`src/rtl/stereo_serial_port.sv`:
```
module stereo_serial_port #(
  parameter int SAMPLE_W = 16,
  parameter int DIV_W    = 8
) (
  input  logic                clk,
  input  logic                rst_n,
  input  logic                master_mode,
  input  logic [DIV_W-1:0]    half_div,
  input  logic                bclk_in,
  input  logic                lrclk_in,
  input  logic                sd_in,
  output logic                bclk_out,
  output logic                lrclk_out,
  output logic                sd_out,
  input  logic                tx_wr,
  input  logic [SAMPLE_W-1:0] tx_left,
  input  logic [SAMPLE_W-1:0] tx_right,
  output logic                tx_irq,
  output logic                tx_underrun,
  output logic [SAMPLE_W-1:0] rx_left,
  output logic [SAMPLE_W-1:0] rx_right,
  output logic                rx_irq
);
  localparam int FRAME_W = 2 * SAMPLE_W;
  localparam int POS_W   = $clog2(FRAME_W);
  localparam logic [POS_W-1:0] POS_LAST = POS_W'(FRAME_W - 1);
  localparam logic [POS_W-1:0] POS_HALF = POS_W'(SAMPLE_W);

  logic [DIV_W-1:0]    div_cnt;
  logic                bclk_q;
  logic [2:0]          bclk_sync;
  logic [1:0]          lr_sync;
  logic                lr_seen;
  logic [POS_W-1:0]    pos;
  logic                synced;
  logic [SAMPLE_W-1:0] hold_l, hold_r;
  logic                tx_full;
  logic [FRAME_W-1:0]  tx_sr;
  logic [FRAME_W-2:0]  rx_sr;

  wire [DIV_W-1:0] div_last = (half_div == '0) ? '0 : half_div - 1'b1;
  wire tick        = master_mode && (div_cnt >= div_last);
  wire rise_evt    = master_mode ? (tick & ~bclk_q) : (bclk_sync[1] & ~bclk_sync[2]);
  wire fall_evt    = master_mode ? (tick &  bclk_q) : (~bclk_sync[1] & bclk_sync[2]);
  wire lr_fall     = lr_seen & ~lr_sync[1];
  wire frame_start = fall_evt & (master_mode ? (pos == POS_LAST) : lr_fall);
  wire rx_done     = rise_evt & synced & (pos == POS_LAST);
  wire [FRAME_W-1:0] rx_word = {rx_sr, sd_in};

  assign bclk_out  = master_mode & bclk_q;
  assign lrclk_out = master_mode & (pos >= POS_HALF);
  assign sd_out    = tx_sr[FRAME_W-1];

  always_ff @(posedge clk) begin
    if (!rst_n) begin
      div_cnt <= '0;
      bclk_q  <= 1'b0;
    end else if (tick) begin
      div_cnt <= '0;
      bclk_q  <= ~bclk_q;
    end else if (master_mode) begin
      div_cnt <= div_cnt + 1'b1;
    end
  end

  always_ff @(posedge clk) begin
    if (!rst_n) begin
      bclk_sync <= '0;
      lr_sync   <= '0;
      lr_seen   <= 1'b0;
    end else begin
      bclk_sync <= {bclk_sync[1:0], bclk_in};
      lr_sync   <= {lr_sync[0], lrclk_in};
      if (fall_evt && !master_mode) lr_seen <= lr_sync[1];
    end
  end

  always_ff @(posedge clk) begin
    if (!rst_n) begin
      pos    <= POS_LAST;
      synced <= 1'b0;
    end else if (fall_evt) begin
      pos <= (frame_start || pos == POS_LAST) ? '0 : pos + 1'b1;
      if (frame_start) synced <= 1'b1;
    end
  end

  always_ff @(posedge clk) begin
    if (!rst_n) begin
      hold_l      <= '0;
      hold_r      <= '0;
      tx_full     <= 1'b0;
      tx_sr       <= '0;
      tx_underrun <= 1'b0;
      tx_irq      <= 1'b0;
    end else begin
      tx_irq <= frame_start;
      if (tx_wr) begin
        hold_l  <= tx_left;
        hold_r  <= tx_right;
        tx_full <= 1'b1;
      end else if (frame_start) begin
        tx_full <= 1'b0;
      end
      if (frame_start) begin
        tx_sr       <= {hold_l, hold_r};
        tx_underrun <= ~tx_full;
      end else if (fall_evt) begin
        tx_sr <= {tx_sr[FRAME_W-2:0], 1'b0};
      end
    end
  end

  always_ff @(posedge clk) begin
    if (!rst_n) begin
      rx_sr    <= '0;
      rx_left  <= '0;
      rx_right <= '0;
      rx_irq   <= 1'b0;
    end else begin
      rx_irq <= rx_done;
      if (rise_evt) rx_sr <= rx_word[FRAME_W-2:0];
      if (rx_done) begin
        rx_left  <= rx_word[FRAME_W-1:SAMPLE_W];
        rx_right <= rx_word[SAMPLE_W-1:0];
      end
    end
  end

  AST_LR_ON_FALL: assert property (@(posedge clk) disable iff (!rst_n)
    master_mode && !$stable(lrclk_out) |-> $fell(bclk_out));
  AST_SDO_ON_FALL: assert property (@(posedge clk) disable iff (!rst_n)
    master_mode && !$stable(sd_out) |-> $fell(bclk_out));
  AST_RX_ONLY_ON_IRQ: assert property (@(posedge clk) disable iff (!rst_n)
    !rx_irq |-> $stable(rx_left) && $stable(rx_right));
  AST_TX_IRQ_PULSE: assert property (@(posedge clk) disable iff (!rst_n)
    tx_irq |=> !tx_irq);
  AST_IRQ_APART: assert property (@(posedge clk) disable iff (!rst_n)
    !(tx_irq && rx_irq));
  AST_UNDERRUN_AT_FRAME: assert property (@(posedge clk) disable iff (!rst_n)
    !$stable(tx_underrun) |-> tx_irq);
endmodule

```
`config.mk`:
```
export PLATFORM = sky130hd
export DESIGN_NAME = stereo_serial_port
export DESIGN_NICKNAME = d
export VERILOG_FILES = /design/src/rtl/stereo_serial_port.sv
export SDC_FILE = /design/constraint.sdc
export NUM_CORES = 1
export LEC_CHECK = 0
export BUFFER_PORTS_ARGS = -buffer_cell sky130_fd_sc_hd__buf_2
export CORE_MARGIN = 2
export CORE_UTILIZATION = 57
export CTS_CLUSTER_SIZE = 20
export DETAILED_ROUTE_END_ITERATION = 16
export PLACE_DENSITY = 0.79
export SYNTH_ARGS = -nofsm -noshare
export SYNTH_HDL_FRONTEND = slang
export SYNTH_SLANG_ARGS = --single-unit
```
`constraint.sdc`:
```
create_clock -name clk -period 4.7 [get_ports clk]
set_input_delay 0.705 -clock clk [delete_from_list [all_inputs] [get_ports clk]]
set_output_delay 0.705 -clock clk [all_outputs]
set_load 0.01 [all_outputs]
```
* After elaboration in Yosys (flattened, before gate mapping)
Cells that the tools add are included.
Widths: inputs -> output; s select.
** Operators by class
- Reduce and logical (&&, ||, !) cells :: 9
- Add/sub/neg operators :: 3
- Order comparisons :: 2
- Bitwise logic cells :: 16
- Equality and inequality tests :: 1
- Mux-type cells :: 9
** Operators by type and width (number)
- $mux 32 :: 2
- $and 1x1->1 :: 10
- $add 8x1->8 const B :: 1
- $ge 8x8->1 :: 1
- $logic_not 8->1 :: 1
- $mux 8 :: 1
- $sub 8x1->8 const B :: 1
- $not 1->1 :: 6
- $add 5x1->5 const B :: 1
- $eq 5x5->1 const B :: 1
- $ge 5x5->1 const B :: 1
- $mux 1 :: 5
- $mux 5 :: 1
- $reduce_bool 2->1 :: 2
- $logic_and 1x1->1 :: 2
- $reduce_and 2->1 :: 1
- $reduce_or 2->1 :: 1
- $logic_not 1->1 :: 1
- $logic_or 1x1->1 :: 1
** Word-level totals
- Register bits after elaboration :: 152
- Bits of input ports :: 47
- Output and inout port bits :: 38
- Logic and storage cells :: 57

* Longest topological paths before layout
Gate-level depths: netlist of run 1.
- Depth in word-level cells :: 9
- Gate-level depth with buffers :: 13
- Gate-level depth less buffers :: 11

* Worst setup path before layout of run 1
OpenSTA, ideal clock, no wires.
- Path type :: input port to flip-flop
- From :: input half_div[5]
- To :: register synced
- Library setup time :: 115 ps
- Required time :: 4585 ps
- Data arrival time :: 3785 ps
- Path slack :: 800 ps
- Buffers on the path :: 0
- Stages :: 9
- Cell sequence :: or4_1 -> or4_1 -> and2_1 -> ha_1 -> nand2b_4 -> a2111o_1 -> a311oi_1 -> nor2_1 -> o21a_1
** On the way
- Word-level cells in the longest chain between the ends :: 8
- Elaborated cells on any way between the ends :: 9
- Classes of those cells :: add/sub (1); order compare (1); mux (2); bitwise (2); reduce/logical (3)
** Ends and longest elaborated chain
- start: declaration :: RTL line 8 : input logic [DIV_W-1:0] half_div,
- $sub 8x1->8 or $logic_not 8->1 (tied branches) :: RTL line 41 : wire [DIV_W-1:0] div_last = (half_div == '0) ? '0 : half_div - 1'b1;
- $mux 8 (*) :: RTL line 41
- $ge 8x8->1 (*) :: RTL line 42 : wire tick = master_mode && (div_cnt >= div_last);
- $logic_and 1x1->1 (*) :: RTL line 42
- $and 1x1->1 (*) :: RTL line 44 : wire fall_evt = master_mode ? (tick & bclk_q) : (~bclk_sync[1] & bclk_sync[2]);
- $mux 1 (*) :: RTL line 44
- $and 1x1->1 :: RTL line 46 : wire frame_start = fall_evt & (master_mode ? (pos == POS_LAST) : lr_fall);
- $reduce_and 2->1 (no source line) (*)
- end signal: assignment :: RTL line 81 : synced <= 1'b0;
- end signal: assignment :: RTL line 84 : if (frame_start) synced <= 1'b1;
- end: declaration :: RTL line 35 : logic synced;
Mark *: on every way between the ends. The rest lies on a longest branch, timed or not.
A chain may end at the register's enable or synchronous reset.

* Worst setup path in the final report of run 1
- From :: input half_div[5]
- To :: register tx_sr[30]
** On the way
- Word-level cells in the longest chain between the ends :: 8
- Elaborated cells on any way between the ends :: 10
- Classes of those cells :: add/sub (1); order compare (1); mux (3); bitwise (2); reduce/logical (3)
** Ends and longest elaborated chain
- $sub 8x1->8 or $logic_not 8->1 (tied branches) :: RTL line 41
- $mux 8 (*) :: RTL line 41
- $ge 8x8->1 (*) :: RTL line 42
- $logic_and 1x1->1 (*) :: RTL line 42
- $and 1x1->1 (*) :: RTL line 44
- $mux 1 (*) :: RTL line 44
- $and 1x1->1 :: RTL line 46
- $mux 32 or $reduce_bool 2->1 (tied branches)
- end signal: assignment :: RTL line 106 : tx_sr <= {hold_l, hold_r};
- end signal: assignment :: RTL line 109 : tx_sr <= {tx_sr[FRAME_W-2:0], 1'b0};
- end: declaration :: RTL line 38 : logic [FRAME_W-1:0] tx_sr;
Marks and branches as above.

==> run metrics, run 1 <==
ys async rst share=0; die area=11500 µm²; final hold vios=0; clock slew at reported path FFs=70 ps; minimum clock period=3830 ps; final setup TNS=0 ps; CP max-delay cell=a311o_2; CTS tree=done; PwrDens=399 nW/µm²; DR vias/cell=5.42; Fin Clk Skew=11.2 ps; Avg WL per Cell=13.6 µm; Worst-Skew Late Latency=520 ps; Worst slew margin=0.223; grt met2 use=0.347; Final Instance Area=7170 µm²; outcome=finished clean; Crit path largest cell delay=640 ps; Vias=4672; crit end category=flop; H-tree depth=4; CP most frequent cell=or4_1; Post-CTS Resized=0; met1 Track Usage GR=0.269; fin. max-slew vios=0; first-pass GRT wire length=19500 µm; drt total wl=11700 µm; # setup viols final=0; Placed Area=6570 µm²; GR peak layer=met2; Port Buffers=84; register area=3040 µm²; Slew @ Worst Pin=1160 ps; IO Pins=85; CTS root buffer=clkbuf_8; CTS Buf Count=17; DP HPWL=7610 µm; Post-synth EDFFs=0; Pre-antenna DRT Iters=5; # rows=37; layout cells sized above 1=0.178; Mapped Area=6080 µm²; worst path arrival time=4170 ps; CORE AREA=10300 µm²; worst min-delay path category=in2reg; yosys warns=0; global route overflow=0; CP Cell Sequence=buf_2 -> or4_1 -> or4_1 -> and2_1 -> ha_1 -> nand2b_4 -> a2111o_1 -> a311o_2 -> buf_12 -> nor2_1 -> a211oi_1; Netlist cell types=39; Setup crit start kind=primary input; area of the multi-input gates=2840 µm²; Die H=107 µm; Max VDD drop=0.198 mV; Leak=2.93 nW; Clock Tree Buf Depth=2; Antenna diodes=0; Initial Util=0.589; gr usage total=0.210; RSZ-0062 raised after global routing=no; CP Class=in2reg; Post-DRT Antenna Nets=0; die width=107 µm; CTS Sinks=152; fin crit share=0.814; DRC viols=0; drt initial violations=238; Mapped Cells=646; post-synthesis average cell area=9.42 µm²; Fmax=0.261 GHz; initial antenna violation count=0; required time worst endpoint=5040 ps; Layout area overhead=17.9%; Layout Nets=772; register area share after synthesis=0.500; vias in the first global route=4339; GPL Wtd Cong=0.868; total power=2.86 mW; largest net degree at the start of global routing=111; Critical Path Fanout Max=36; Yosys reg bits=152; Filler Cell Count=817; synthesized net count=705; # Post-CTS Setup Buffers=0; Top FF cell, synth=dfxtp_1; hold buffers post-CTS=0; met3 Use GR=0.0466; Max Cap Viol=0
==> worst paths after layout <==
kind	from	endpoint	slack, ps	depth (start not counted)
hold / removal	tx_left[5]	hold_l[5]	420	3
hold reg to reg	bclk_sync[0]	bclk_sync[1]	450	1
setup / recovery	half_div[5]	tx_sr[30]	870	11
setup reg to reg	div_cnt[0]	tx_sr[30]	2000	8
==> stage by stage <==
step | instances | hold WS, ps | utilization | setup slack (ps)
after floorplan | 646 | 412 | - | 800
after global placement | 830 | 418 | 0.637 | 543
after detailed placement | 830 | 426 | 0.637 | 381
after CTS | 862 | 405 | 0.695 | 917
after global routing | 862 | 415 | 0.695 | 768
final | 862 | 418 | 0.695 | 873
==> state kept, by name, indices dropped and copies added, names as in the netlist, 2 cells and up <==
| signal | cells |
|---|---|
| hold_r | 16 |
| rx_left | 16 |
| div_cnt | 8 |
| rx_sr | 31 |
| pos | 5 |
| lr_sync | 2 |
| hold_l | 16 |
| rx_right | 16 |
| tx_sr | 32 |
| bclk_sync | 3 |
==> logic make-up after synthesis <==
family                   count (synthesis)  share of synthesized area
buffers and inverters                   52                     0.0356
AND/OR/NAND/NOR                        232                      0.165
AO/OA/AOI/OAI                           88                     0.0956
adder cells (fa/ha/maj)                 12                     0.0247
multiplexers                            99                      0.163
XOR/XNOR                                11                     0.0158
flip-flops                             152                      0.500
==> cells in the mapped netlist (2+ instances only) <==
cell	n	share of area
or4_1	2	0.0025
ha_1	12	0.025
o311ai_0	2	0.0029
o21ai_0	38	0.031
xnor2_1	5	0.0072
nand3b_1	3	0.0037
a211oi_1	33	0.041
nand2b_1	2	0.0021
buf_2	8	0.0066
dfxtp_1	152	0.50
nor3_1	5	0.0041
inv_1	8	0.0049
xor2_1	6	0.0086
nor2_1	82	0.051
and2_1	8	0.0082
nand2_1	82	0.051
buf_4	3	0.0037
mux2i_1	99	0.16
clkbuf_1	31	0.019
nor3b_1	3	0.0037
nand3_1	38	0.031
nand4_1	3	0.0031
a21oi_1	5	0.0041
==> critical path, delay by kind of cell <==
family / cells / cell delay (ps)
buffers and inverters: 2 / 370
and+or+nand+nor: 5 / 1590
adders and majority gates: 1 / 280
AOI/OAI and AO/OA: 3 / 1210
==> cells in the final DEF, fill, tap and decap left out, types with 4 or more instances in the layout <==
cell / synthesis / final
a21oi_1: 5 / 5
buf_2: 8 / 83
inv_1: 8 / 8
nor3_1: 5 / 5
inv_6: 0 / 4
mux2i_1: 99 / 99
nor2_1: 82 / 82
dfxtp_1: 152 / 152
and2_1: 8 / 8
xor2_1: 6 / 6
nand2_1: 82 / 82
xnor2_1: 5 / 5
clkbuf_16: 0 / 16
ha_1: 12 / 12
nand3_1: 38 / 38
o21ai_0: 38 / 38
a211oi_1: 33 / 33
buf_4: 3 / 7
==> routing by layer <==
metal  vias up  wire length [µm]
met5         -                 0
met4         0               187
met3        19               485
met2       109              5580
met1      2172              5480
li1       2372                 -
==> area by class of cell <==
type / count / share of cell area
clock buffers: 17 / 0.0577
clock inverters: 15 / 0.0260
inverters: 9 / 0.00471
multi-input cells: 442 / 0.395
flip-flops and latches: 152 / 0.424
well taps: 136 / 0.0237
repair buffers: 91 / 0.0680
==> power breakdown <==
| part | internal [mW] | switching, mW | total [mW] |
|---|---|---|---|
| Clock | 0.780 | 0.578 | 1.36 |
| Combinational | 0.0735 | 0.0999 | 0.173 |
| Sequential | 1.32 | 0.0164 | 1.33 |
| Total | 2.17 | 0.694 | 2.86 |
Power figures use the tool's default switching activity.
==> run 2, diff against run 1 <==
--- a/config.mk
+++ b/config.mk
@@ -5,6 +5,7 @@
 export SDC_FILE = /design/constraint.sdc
 export NUM_CORES = 1
 export LEC_CHECK = 0
+export ABC_AREA = 1
 export BUFFER_PORTS_ARGS = -buffer_cell sky130_fd_sc_hd__buf_2
 export CORE_MARGIN = 2
 export CORE_UTILIZATION = 57
==> constraint.sdc (replaced) <==
create_clock -name clk -period 3.99 [get_ports clk]
set_input_delay 0.5985 -clock clk [delete_from_list [all_inputs] [get_ports clk]]
set_output_delay 0.5985 -clock clk [all_outputs]
set_load 0.01 [all_outputs]
==> run 2 against run 1 <==
Net effect: register-to-register slack worse by 680 ps; power up 21%; worst setup slack better by 75 ps; sequential cell count unchanged; largest cell class unchanged; wire length up 12%; clock skew is 3.0 ps lower; cell count grew 27%; sequential share of layout area down 0.95 points; critical path type unchanged.
==> run metrics, run 2 <==
clock slew at reported path FFs=60 ps (was 70 ps); Pre-antenna DRT Iters=5 (unchanged); Worst-Skew Late Latency=520 ps (about the same); yosys warns=0 (unchanged); Port Buffers=84 (unchanged); Clock Tree Buf Depth=2 (unchanged); final setup TNS=0 ps (unchanged); commonest cells in the netlist=nor2_1, nand2_1, dfxtp_1 (was dfxtp_1, mux2i_1, nand2_1, nor2_1); Synth top area share=0.480 (was 0.500); DRC viols=0 (unchanged); DR vias/cell=5.10 (was 5.42); outcome=finished clean (unchanged); gr usage total=0.227 (was 0.210); Setup crit start kind=primary input (unchanged); post-synthesis average cell area=7.19 µm² (was 9.42 µm²); Yosys reg bits=152 (unchanged); RSZ-0062 raised after global routing=no (unchanged); worst path arrival time=3450 ps (was 4170 ps); Leak=3.69 nW (was 2.93 nW); CTS root buffer=clkbuf_8 (unchanged); initial antenna violation count=0 (unchanged); total power=3.46 mW (was 2.86 mW); synthesized net count=941 (was 705); worst min-delay path category=in2reg (unchanged); most frequent cell after synthesis=nor2_1 (was dfxtp_1); Max Cap Viol=0 (unchanged); crit end category=flop (unchanged); Internal=2.67 mW (was 2.17 mW); Fin Clk Skew=8.14 ps (was 11.2 ps); Final Instance Area=7340 µm² (was 7170 µm²); largest net degree at the start of global routing=74 (was 111); CORE AREA=10800 µm² (was 10300 µm²); Die H=110 µm (was 107 µm); GPL Wtd Cong=0.772 (was 0.868); largest register by flop count=tx_sr (unchanged); fin. max-slew vios=0 (unchanged); register area share after synthesis=0.480 (was 0.500); Post-CTS Resized=0 (unchanged); Reg power frac=0.461 (was 0.465); Vias=5572 (was 4672); Netlist cell types=27 (was 39); first-pass GRT wire length=21900 µm (was 19500 µm); H-tree depth=4 (unchanged); Synth area leaders=dfxtp_1, nor2_1, nand2_1 (was dfxtp_1, mux2i_1, nand2_1); die width=110 µm (was 107 µm); DP HPWL=8090 µm (was 7610 µm); drt initial violations=388 (was 238); Slew @ Worst Pin=1000 ps (was 1160 ps); Post-synth EDFFs=0 (unchanged); final hold vios=0 (unchanged); Avg WL per Cell=12.1 µm (was 13.6 µm); CTS Buf Count=17 (unchanged); required time worst endpoint=4400 ps (was 5040 ps); # setup viols final=0 (unchanged); # rows=38 (was 37); CP Class=in2reg (unchanged); Antenna diodes=0 (unchanged); Final Core Density=0.677 (was 0.695); vias in the first global route=4941 (was 4339); Largest regs=tx_sr (32), rx_sr (31) (unchanged); Placed Area=6730 µm² (was 6570 µm²); commonest non-fill, non-tap cell in the layout=nor2_1 (was dfxtp_1); Min Hold Slack=274 ps (was 418 ps); # Post-CTS Setup Buffers=0 (unchanged); Layout Nets=998 (was 772); Mapped Cells=882 (was 646); Fmax=0.329 GHz; IO Pins=85 (unchanged); minimum clock period=3040 ps; max reg flops=32 (unchanged); clock network power share=0.476 (was 0.474); layout cells sized above 1=0.143 (was 0.178); global route overflow=0 (unchanged); Critical Path Fanout Max=40 (was 36); Max VDD drop=0.420 mV (was 0.198 mV); drt total wl=13200 µm (was 11700 µm); hold buffers post-CTS=0 (unchanged); CTS tree=done (unchanged); Logic pwr share=0.063 (was 0.061); Top FF cell, synth=dfxtp_1 (unchanged); ys async rst share=0 (unchanged); Initial Util=0.585 (was 0.589); Post-DRT Antenna Nets=0 (unchanged); Mapped Area=6340 µm² (was 6080 µm²); fin crit share=0.762; switching power=0.783 mW (was 0.694 mW); cell taking the most area after synthesis=dfxtp_1 (unchanged); Layout area overhead=15.6% (was 17.9%); Worst slew margin=0.332 (was 0.223); PwrDens=471 nW/µm² (was 399 nW/µm²); die area=12000 µm² (was 11500 µm²); CTS Sinks=152 (unchanged); Sw Ratio=0.227 (was 0.242); most frequent cells in the layout=nor2_1, nand2_1, dfxtp_1, o21ai_0, buf_2 (was dfxtp_1, mux2i_1, buf_2, nor2_1, nand2_1)
run 2: path summary, 6_finish.rpt:
| check | start | to | slack (ps) | cells after the start |
|---|---|---|---|---|
| hold / removal | lrclk_in | lr_sync[0] | 270 | 3 |
| hold reg to reg | bclk_sync[0] | bclk_sync[1] | 440 | 2 |
| setup / recovery | half_div[0] | rx_sr[15] | 950 | 21 |
| setup reg to reg | pos[0] | tx_sr[0] | 1320 | 12 |
run 2: cell type report:
cell class,count,area (µm²)
fillers,934,3500
flip-flops and latches,152,3040
multi-input cells,626,2830
repair buffers,92,495
clock buffers,20,435
inverters,50,188
well taps,140,175
clock inverters,12,173
run 2: critical path: stages:
cell and delay, ps:
buf_2 100, inv_1 80, ha_1 180, nand2_1 90, nor3_1 220, inv_1 90, nor3_1 270, inv_1 140
nand3_1 110, ha_1 230, nand2_1 80, nor2_1 50, nor2_1 70, nand2_1 50, nand2_1 60, nand2_2 70
nand3_2 80, nand2_4 230, buf_4 290, o21ai_0 250, nor2_1 80
run 2: metal layers:
| metal | share of wire | up-vias | GRT usage |
|---|---|---|---|
| met5 | 0 | - | 0 |
| met4 | 0.012 | 0 | 0.0588 |
| met3 | 0.048 | 12 | 0.0575 |
| met2 | 0.46 | 117 | 0.371 |
| met1 | 0.48 | 2513 | 0.300 |
| li1 | - | 2930 | - |
run 2: cell families (layout without fill, tap and decap cells):
| family | after synthesis | count (layout) | share of synthesized area |
|---|---|---|---|
| buffers and inverters | 104 | 174 | 0.0749 |
| adder cells (fa/ha/maj) | 12 | 12 | 0.0237 |
| flip-flops | 152 | 152 | 0.480 |
| XOR/XNOR | 9 | 9 | 0.0124 |
| AND/OR/NAND/NOR | 477 | 477 | 0.308 |
| AO/OA/AOI/OAI | 128 | 128 | 0.102 |
run 2: power groups by stage:
stage	sequential (mW)	clock (mW)	combinational, mW
6_report	1.59	1.65	0.217
5_1_grt	1.60	1.73	0.252
4_1_cts	1.59	1.67	0.218
3_5_place_dp	1.63	0	0.215
3_3_place_gp	1.63	0	0.212
2_1_floorplan	1.62	0	0.161
run 2: stage by stage:
stage          instances  setup slack [ps]
6_report            1092               948
5_1_grt             1092               542
4_1_cts             1092               904
3_5_place_dp        1060               463
3_3_place_gp        1060               576
2_1_floorplan        882              1160
